`config.mk`:
```
export PLATFORM = sky130hd
export DESIGN_NAME = romrd_ctrl
export DESIGN_NICKNAME = d
export VERILOG_FILES = /design/src/rtl/romrd_pkg.sv /design/src/rtl/romrd_timer.sv /design/src/rtl/romrd_fsm.sv /design/src/rtl/romrd_ctrl.sv
export SDC_FILE = /design/constraint.sdc
export NUM_CORES = 1
export LEC_CHECK = 0
export BUFFER_PORTS_ARGS = -buffer_cell sky130_fd_sc_hd__buf_4
export CAP_MARGIN = 30
export CORE_ASPECT_RATIO = 0.6
export CORE_MARGIN = 8
export CORE_UTILIZATION = 49
export CTS_BUF_LIST = sky130_fd_sc_hd__clkbuf_4 sky130_fd_sc_hd__clkbuf_8
export DETAILED_ROUTE_END_ITERATION = 16
export PLACE_DENSITY = 0.76
export SYNTH_ARGS = -nofsm -noshare
export SYNTH_HDL_FRONTEND = slang
export SYNTH_SLANG_ARGS = --single-unit
```
`constraint.sdc`:
```
create_clock -name clk -period 4.9 [get_ports clk]
set_clock_uncertainty 0.15 [all_clocks]
set_input_delay 0.245 -clock clk [delete_from_list [all_inputs] [get_ports clk]]
set_output_delay 0.245 -clock clk [all_outputs]
set_load 0.05 [all_outputs]
```
`src/rtl/romrd_pkg.sv`:
```
package romrd_pkg;

    typedef enum logic [1:0] {
        S_IDLE   = 2'd0,
        S_LEAD   = 2'd1,
        S_OEWAIT = 2'd2,
        S_FLOAT  = 2'd3
    } romrd_state_e;

    // Round a delay up to whole clock periods, never below one cycle.
    function automatic int ns_to_cyc(input int delay_ns, input int clk_ns);
        int c;
        c = (delay_ns + clk_ns - 1) / clk_ns;
        return (c < 1) ? 1 : c;
    endfunction

    function automatic int imax(input int a, input int b);
        return (a > b) ? a : b;
    endfunction

endpackage

```
`src/rtl/romrd_timer.sv`:
```
module romrd_timer #(
    parameter int W = 3
) (
    input  logic         clk,
    input  logic         rst_n,
    input  logic         load,
    input  logic [W-1:0] load_val,
    output logic         expired
);
    logic [W-1:0] cnt;

    always_ff @(posedge clk or negedge rst_n) begin
        if (!rst_n)
            cnt <= '0;
        else if (load)
            cnt <= load_val;
        else if (cnt != '0)
            cnt <= cnt - 1'b1;
    end

    assign expired = (cnt == '0);
endmodule

```
`src/rtl/romrd_fsm.sv`:
```
module romrd_fsm
    import romrd_pkg::*;
#(
    parameter int AW      = 14,
    parameter int DW      = 8,
    parameter int TW      = 3,
    parameter int LEAD_C  = 1,
    parameter int OE_C    = 2,
    parameter int FLT_C   = 2
) (
    input  logic          clk,
    input  logic          rst_n,
    input  logic          req_valid,
    input  logic [AW-1:0] req_addr,
    output logic          req_ready,
    output logic          rsp_valid,
    output logic [DW-1:0] rsp_data,
    output logic [AW-1:0] rom_addr,
    output logic          rom_ce_n,
    output logic          rom_oe_n,
    input  logic [DW-1:0] rom_data,
    input  logic          t_expired,
    output logic          t_load,
    output logic [TW-1:0] t_val
);
    romrd_state_e st, nxt;
    logic accept;

    assign req_ready = (st == S_IDLE);
    assign accept    = req_ready && req_valid;

    // State register
    always_ff @(posedge clk or negedge rst_n) begin
        if (!rst_n) st <= S_IDLE;
        else        st <= nxt;
    end

    // Next state and timer loads
    always_comb begin
        nxt    = st;
        t_load = 1'b0;
        t_val  = '0;
        unique case (st)
            S_IDLE: if (accept) begin
                t_load = 1'b1;
                if (LEAD_C > 0) begin
                    nxt   = S_LEAD;
                    t_val = TW'(LEAD_C - 1);
                end else begin
                    nxt   = S_OEWAIT;
                    t_val = TW'(OE_C - 1);
                end
            end
            S_LEAD: if (t_expired) begin
                nxt    = S_OEWAIT;
                t_load = 1'b1;
                t_val  = TW'(OE_C - 1);
            end
            S_OEWAIT: if (t_expired) begin
                nxt    = S_FLOAT;
                t_load = 1'b1;
                t_val  = TW'(FLT_C - 1);
            end
            S_FLOAT: if (t_expired) nxt = S_IDLE;
            default: nxt = S_IDLE;
        endcase
    end

    // Registered pin and response outputs
    always_ff @(posedge clk or negedge rst_n) begin
        if (!rst_n) begin
            rom_addr  <= '0;
            rom_ce_n  <= 1'b1;
            rom_oe_n  <= 1'b1;
            rsp_valid <= 1'b0;
            rsp_data  <= '0;
        end else begin
            rsp_valid <= 1'b0;
            unique case (st)
                S_IDLE: if (accept) begin
                    rom_addr <= req_addr;
                    rom_ce_n <= 1'b0;
                    rom_oe_n <= (LEAD_C > 0);
                end
                S_LEAD: if (t_expired) rom_oe_n <= 1'b0;
                S_OEWAIT: if (t_expired) begin
                    rsp_data  <= rom_data;
                    rsp_valid <= 1'b1;
                    rom_ce_n  <= 1'b1;
                    rom_oe_n  <= 1'b1;
                end
                S_FLOAT: ;
                default: ;
            endcase
        end
    end


    oe_under_ce_chk: assert property (@(posedge clk) disable iff (!rst_n)
        rom_ce_n |-> rom_oe_n);

    addr_hold_chk: assert property (@(posedge clk) disable iff (!rst_n)
        (!rom_ce_n && $past(!rom_ce_n)) |-> $stable(rom_addr));

    pulse_width_chk: assert property (@(posedge clk) disable iff (!rst_n)
        rsp_valid |=> !rsp_valid);

    release_chk: assert property (@(posedge clk) disable iff (!rst_n)
        $rose(rsp_valid) |-> ($rose(rom_ce_n) && rom_oe_n));

    accept_idle_chk: assert property (@(posedge clk) disable iff (!rst_n)
        $fell(rom_ce_n) |-> $past(req_ready && req_valid));
endmodule

```
`src/rtl/romrd_ctrl.sv`:
```
module romrd_ctrl
    import romrd_pkg::*;
#(
    parameter int AW       = 14,
    parameter int DW       = 8,
    parameter int CLK_NS   = 20,
    parameter int ACC_NS   = 45,
    parameter int CE_NS    = 45,
    parameter int OE_NS    = 25,
    parameter int FLOAT_NS = 25
) (
    input  logic          clk,
    input  logic          rst_n,
    input  logic          req_valid,
    output logic          req_ready,
    input  logic [AW-1:0] req_addr,
    output logic          rsp_valid,
    output logic [DW-1:0] rsp_data,
    output logic [AW-1:0] rom_addr,
    output logic          rom_ce_n,
    output logic          rom_oe_n,
    input  logic [DW-1:0] rom_data
);
    // delays rounded up to clock counts
    localparam int ACC_C  = ns_to_cyc(ACC_NS, CLK_NS);
    localparam int CE_C   = ns_to_cyc(CE_NS, CLK_NS);
    localparam int OE_C   = ns_to_cyc(OE_NS, CLK_NS);
    localparam int FLT_C  = ns_to_cyc(FLOAT_NS, CLK_NS);
    localparam int DATA_C = imax(ACC_C, CE_C);
    localparam int LEAD_C = (DATA_C > OE_C) ? DATA_C - OE_C : 0;
    localparam int MAX_C  = imax(imax(LEAD_C, OE_C), FLT_C);
    localparam int TW     = imax($clog2(MAX_C + 1), 1);

    logic          t_load, t_expired;
    logic [TW-1:0] t_val;

    romrd_timer #(.W(TW)) u_timer (
        .clk      (clk),
        .rst_n    (rst_n),
        .load     (t_load),
        .load_val (t_val),
        .expired  (t_expired)
    );

    romrd_fsm #(
        .AW(AW), .DW(DW), .TW(TW),
        .LEAD_C(LEAD_C), .OE_C(OE_C), .FLT_C(FLT_C)
    ) u_fsm (
        .clk       (clk),
        .rst_n     (rst_n),
        .req_valid (req_valid),
        .req_addr  (req_addr),
        .req_ready (req_ready),
        .rsp_valid (rsp_valid),
        .rsp_data  (rsp_data),
        .rom_addr  (rom_addr),
        .rom_ce_n  (rom_ce_n),
        .rom_oe_n  (rom_oe_n),
        .rom_data  (rom_data),
        .t_expired (t_expired),
        .t_load    (t_load),
        .t_val     (t_val)
    );
endmodule

```
Yosys cells after proc, flatten, opt, wreduce, memory -nomap -nowiden
Cells that the tools add are included.

Bits in read-only memories: 0. Bits in writable memories: 0. Flip-flop bits (word level): 29. Output and inout port bits: 26. Latch bits: 0. Memories kept: 0.

Div/mod/pow operators: 0. $mul: 0. $lt $le $gt $ge: 0. Eq/ne operators: 7. Add/sub/neg operators: 1. Muxes and demuxes: 19. Bitwise operators: 0. Reduce and logical (&&, ||, !) cells: 13. Shifts and indexed selects: 0.

Operator list (number): 2-to-1 mux 2 bit (7); 2-to-1 mux 1 bit (8); inequality test 2 bit, second input constant (4); one-hot mux 2 bit (4 select lines) (1); AND reduction 4 bit (2); nonzero test 2 bit (3); equality test 2 bit, second input constant (2); logical NOT 2 bit (2); one-hot mux 1 bit (2 select lines) (2); AND reduction 2 bit (2); one-hot mux 1 bit (3 select lines) (1); AND reduction 3 bit (1); nonzero test 3 bit (1); equality test 2 x 1 -> 1 bit, second input constant (1); OR reduction 2 bit (1); subtractor 2 x 1 -> 2 bit, second input constant (1); logical AND 1 bit (1).

Depth between registers and ports, before layout
Depth in word-level cells: 5. Depth in mapped cells: 6. Mapped depth without buffers: 5.

Cells and area by module
From an unflattened synthesis, not the netlist that was laid out.

Cell total of the unflattened synthesis: 91. Area, all modules: 1320.0 um^2.

Modules (own cells, without submodules): romrd_fsm (times used 1, area an instance 1206.2 um^2, sequential area each 678.2 um^2, cells each 79); romrd_timer (times used 1, area an instance 113.9 um^2, sequential area each 50.0 um^2, cells each 12).

Worst setup path after synthesis
Ideal clock, no wire load.

Path kind: register -> register. Start: register u_fsm.st[0]. End: register u_fsm.st[1]. Data required time: 4.625 ns. Setup slack: 2.843 ns. Cell stages (with the launch flop): 6. Arrival time: 1.782 ns. Path through: dfrtp_1 inv_1 ha_1 nor2b_2 o21bai_4 mux2_4.

Longest elaborated chain between the ends: 4. Elaborated cells on any way between the ends: 11.

RTL lines: from (decl) (RTL line romrd_fsm.sv:26) `romrd_state_e st, nxt;`; from (signal assigned) (RTL line romrd_fsm.sv:35) `else st <= nxt;`; logical NOT 2 bit * (RTL line romrd_fsm.sv:29) `assign req_ready = (st == S_IDLE);`; net req_ready (RTL line romrd_ctrl.sv:15) `output logic req_ready,`; logical AND 1 bit (RTL line romrd_fsm.sv:30) `assign accept = req_ready && req_valid;`; inequality test 2 bit (no source line); AND reduction 4 bit (no source line).

Mark *: on every way through the listed nets, which the timed path passes. The rest lies on a longest branch. A chain may end at the register's enable or synchronous reset.

Worst setup path after layout
Start: register u_fsm.st[1]. End: register u_fsm.st[1].

Longest elaborated chain between the ends: 4. Elaborated cells on any way between the ends: 11.

RTL lines (RTL line): logical NOT 2 bit (romrd_fsm.sv:29, romrd_fsm.sv:43); logical AND 1 bit (romrd_fsm.sv:30); inequality test 2 bit (no source line); AND reduction 4 bit (no source line).

Parallel ways exist; a longest one is shown, timed or not.

==> summary by stage <==
Status
The run finished with clean final reports.

STA
Setup total negative slack on the finished layout was measured at 0 ps. The final critical-path share of the clock period is 37.1%. The maximum operating frequency is 549 MHz. Setup repair after global routing left no endpoint under its margin. The final number of hold-violating endpoints is 0.

The slew at the pin with the worst max-slew slack is 363 ps. The number of pins exceeding their max-slew limit in the final report is 0. The relative slew slack is 75.8%. Setup violations remaining at the end of the flow were counted as 0. The minimum clock period after layout is 1820 ps.

Worst setup path
The register-to-register setup slack is 3080 ps. The endpoint kind of the worst setup timing path is a flop. The maximum fanout count along the critical path is 5. The endpoint required time on the critical path is 4900 ps. The data arrival time at the worst-slack endpoint is 1820 ps. The worst register-to-register path ends at u_fsm.st[1]$_DFFE_PN0P_.

The reg-to-reg startpoint is u_fsm.st[1]$_DFFE_PN0P_. The classification of the worst setup path is flop to flop. The nature of the critical path startpoint is a flop. Measured in cells, the most critical reg-to-reg path has a length of 5.

Synthesis
For this run, the number of Yosys warnings is 0. The register bit count reported by yosys is 29. The share of Yosys cell area claimed by the top area cell type is 51.6%. Synthesis produced a netlist with a net count of 121. Sequential cells were found to cover 55.6% of the synthesized design area. The synthesized instance count is 89. By area the synthesized netlist is led by sky130_fd_sc_hd__dfrtp_1 (52%), sky130_fd_sc_hd__mux2_2 (12%), sky130_fd_sc_hd__mux2_4 (10%). sky130_fd_sc_hd__dfrtp_1 takes more of the synthesized area than any other cell. The number of different library cells in the post-synthesis netlist is 22. The average cell area after synthesis is 14.7 um2. After synthesis the cells add up to 0.00131 mm2.

Floorplanning
The initial core utilization is 51.9%. The die covers 0.00463 mm2. The number of standard-cell rows in the floorplan is 14. The chip width is 82.7 um.

In this run the vertical extent of the chip is 56.0 um. For this design the top-level I/O count stands at 51. The total core area is 0.00252 mm2.

Final layout
The utilization after layout is 71.9%. The number of antenna diodes in the final layout is 0. Compared with the post-synthesis result, the final layout area differs by 38.5%. Fill cells in the final layout number 179. The post-route netlist has 60.3% of its cells at a drive strength greater than 1. The total number of nets in the final design is 177.

Clock tree
After clock tree synthesis, the setup repair step added 0 buffers. Once the clock tree was built, the resizer swapped 0 gates to a different size. The hold-fix buffer count after cts is 1. The H-tree generated during clock tree synthesis spans 2 levels. The longest clock path from root to sink contains 2 buffers. In this run the clock root is driven by a sky130_fd_sc_hd__clkbuf_8. TritonCTS built the clock tree. The clock drives 29 sinks. The number of buffers added by the clock tree synthesis step is 5. The clock-pin slew on the worst setup and hold paths is 60 ps. At the later pin of the worst-skew pair, clock insertion delay measures 270 ps.

Global routing
Entering global routing, the biggest net connects 30 pins. Global routing used 12.6% of the available tracks. The overflow left after global routing is 0.

The initial antenna violation count is 0. The via count of the first global-routing pass is 1009. The first global-routing pass estimated 4.54 mm of wire.

Detailed routing
The sum of met3 wire segment lengths after detailed routing is 321 um. The met2 layer wire length in the routed design is 1.22 mm. The number of antenna-violating nets in the routed design is 0. The highest metal layer with signal wires is met4.

The count of unresolved DRC violations after routing is 0. In the final routing, the length of wire on met1 measures 1.18 mm. In the final routed layout, each cell accounts on average for 15.4 um. For this block, the initial DRC count from the detailed router was 51. After detailed routing, the number of vias per cell comes to 4.90. The first detailed-routing pass ran for 4 iterations. The total wire length is 2.74 mm.

Detailed routing inserted a total of 872 vias.

Hold path
The worst hold path terminates at u_fsm.rom_addr[7]$_DFFE_PN0P_. Counting instances, the worst hold path has a depth of 2. The path type of the worst min-delay path is input pin to flop. The start point of the worst min-delay path is req_addr[7].

Place
Routability-driven placement finished with a final weighted congestion of 0.823. Buffers placed on the I/O ports in this run total 50. The HPWL after detailed placement is 2.07 mm.

Run
Max-cap violations in this run came to 0.
sequential cells by signal, summed over array words and instances, names as in the netlist:
register	count
u_fsm.rom_addr	14
u_fsm.rom_ce_n	1
u_fsm.rom_oe_n	1
u_fsm.rsp_data	8
u_fsm.rsp_valid	1
u_fsm.st	2
u_timer.cnt	2
stage by stage:
| step | cells | area [um2] | setup slack (ps) | hold WS [ps] |
|---|---|---|---|---|
| final | 178 | 1810 | 3080 | 51.1 |
| after global routing | 178 | 1810 | 3000 | 42.9 |
| after CTS | 178 | 1810 | 3090 | 40.9 |
| after detailed placement | 169 | 1710 | 3120 | 41.8 |
| after global placement | 169 | 1710 | 3200 | 36.9 |
| after floorplan | 89 | 1310 | 2840 | -201 |
per-layer routing:
metal	global-route usage, %	vias up
li1	-	414
met1	14.0	418
met2	19.0	38
met3	7.74	2
met4	4.40	0
met5	0	-
cells in the final DEF (no fill, tap or decap), types with 2 or more instances in the layout:
cell type | synthesis | routed
sky130_fd_sc_hd__clkbuf_8 | 0 | 6
sky130_fd_sc_hd__o31ai_1 | 2 | 2
sky130_fd_sc_hd__ha_1 | 7 | 7
sky130_fd_sc_hd__a21oi_1 | 3 | 3
sky130_fd_sc_hd__mux2_2 | 14 | 14
sky130_fd_sc_hd__dfrtp_1 | 27 | 27
sky130_fd_sc_hd__mux2_4 | 9 | 9
sky130_fd_sc_hd__dfstp_2 | 2 | 2
sky130_fd_sc_hd__mux2i_1 | 2 | 2
sky130_fd_sc_hd__buf_4 | 1 | 50
sky130_fd_sc_hd__inv_1 | 7 | 7
sky130_fd_sc_hd__nor2_1 | 4 | 4
sky130_fd_sc_hd__clkbuf_4 | 0 | 2
worst max-delay path by stage:
stage / cells past startpoint / endpoint / start / slack [ps]
6_report: 5 / u_fsm.st[1]$_DFFE_PN0P_ / u_fsm.st[1]$_DFFE_PN0P_ / 3080
5_1_grt: 5 / u_fsm.st[1]$_DFFE_PN0P_ / u_fsm.st[1]$_DFFE_PN0P_ / 3000
4_1_cts: 5 / u_fsm.st[1]$_DFFE_PN0P_ / u_fsm.st[1]$_DFFE_PN0P_ / 3090
3_5_place_dp: 5 / u_fsm.st[1]$_DFFE_PN0P_ / u_fsm.st[0]$_DFFE_PN0P_ / 3120
3_3_place_gp: 5 / u_fsm.st[1]$_DFFE_PN0P_ / u_fsm.st[0]$_DFFE_PN0P_ / 3200
2_1_floorplan: 5 / u_fsm.st[1]$_DFFE_PN0P_ / u_fsm.st[0]$_DFFE_PN0P_ / 2840
synth_stat cells:
cell type                   instances
sky130_fd_sc_hd__a21oi_1            3
sky130_fd_sc_hd__a211oi_1           1
sky130_fd_sc_hd__nor3b_1            1
sky130_fd_sc_hd__a2bb2oi_1          1
sky130_fd_sc_hd__o31ai_1            2
sky130_fd_sc_hd__nand2_2            1
sky130_fd_sc_hd__mux2i_1            2
sky130_fd_sc_hd__dfrtp_1           27
sky130_fd_sc_hd__nor2b_2            1
sky130_fd_sc_hd__buf_4              1
sky130_fd_sc_hd__buf_6              1
sky130_fd_sc_hd__mux2_4             9
sky130_fd_sc_hd__ha_1               7
sky130_fd_sc_hd__dfstp_2            2
sky130_fd_sc_hd__mux2_2            14
sky130_fd_sc_hd__nand2_4            1
sky130_fd_sc_hd__nor3_2             1
sky130_fd_sc_hd__inv_1              7
sky130_fd_sc_hd__nor2_1             4
sky130_fd_sc_hd__o21bai_4           1
sky130_fd_sc_hd__nand2_1            1
sky130_fd_sc_hd__a21o_1             1
cell type report:
cell class                 count  area, um2  share of cell area, %
inverter                       7       26.3                   1.45
clock buffer                   8       97.6                   5.38
multi-input combinational     51        536                   29.5
tap                           32       40.0                   2.21
sequential                    29        728                   40.2
timing repair buffer          51        385                   21.3
worst max-delay path, cell delays in order, from the launching register on:
cell and delay, ps:
sky130_fd_sc_hd__dfrtp_1 430, sky130_fd_sc_hd__inv_1 130, sky130_fd_sc_hd__ha_1 270, sky130_fd_sc_hd__nor2b_2 250
sky130_fd_sc_hd__o21bai_4 170, sky130_fd_sc_hd__mux2_4 310
cells by family (layout without fill, tap and decap cells):
group           count (synthesis)  in the layout  synth area share (%)
flops                          29             29                  55.6
mux                            25             25                  23.9
simple gates                   10             10                  4.78
compound gates                  9              9                  5.54
buf+inv                         9             66                  3.44
fa+ha+maj                       7              7                  6.69
Power is left out: the tool's default activity adds up to more than one toggle a clock period on the data nets, which glitch-free logic cannot reach.
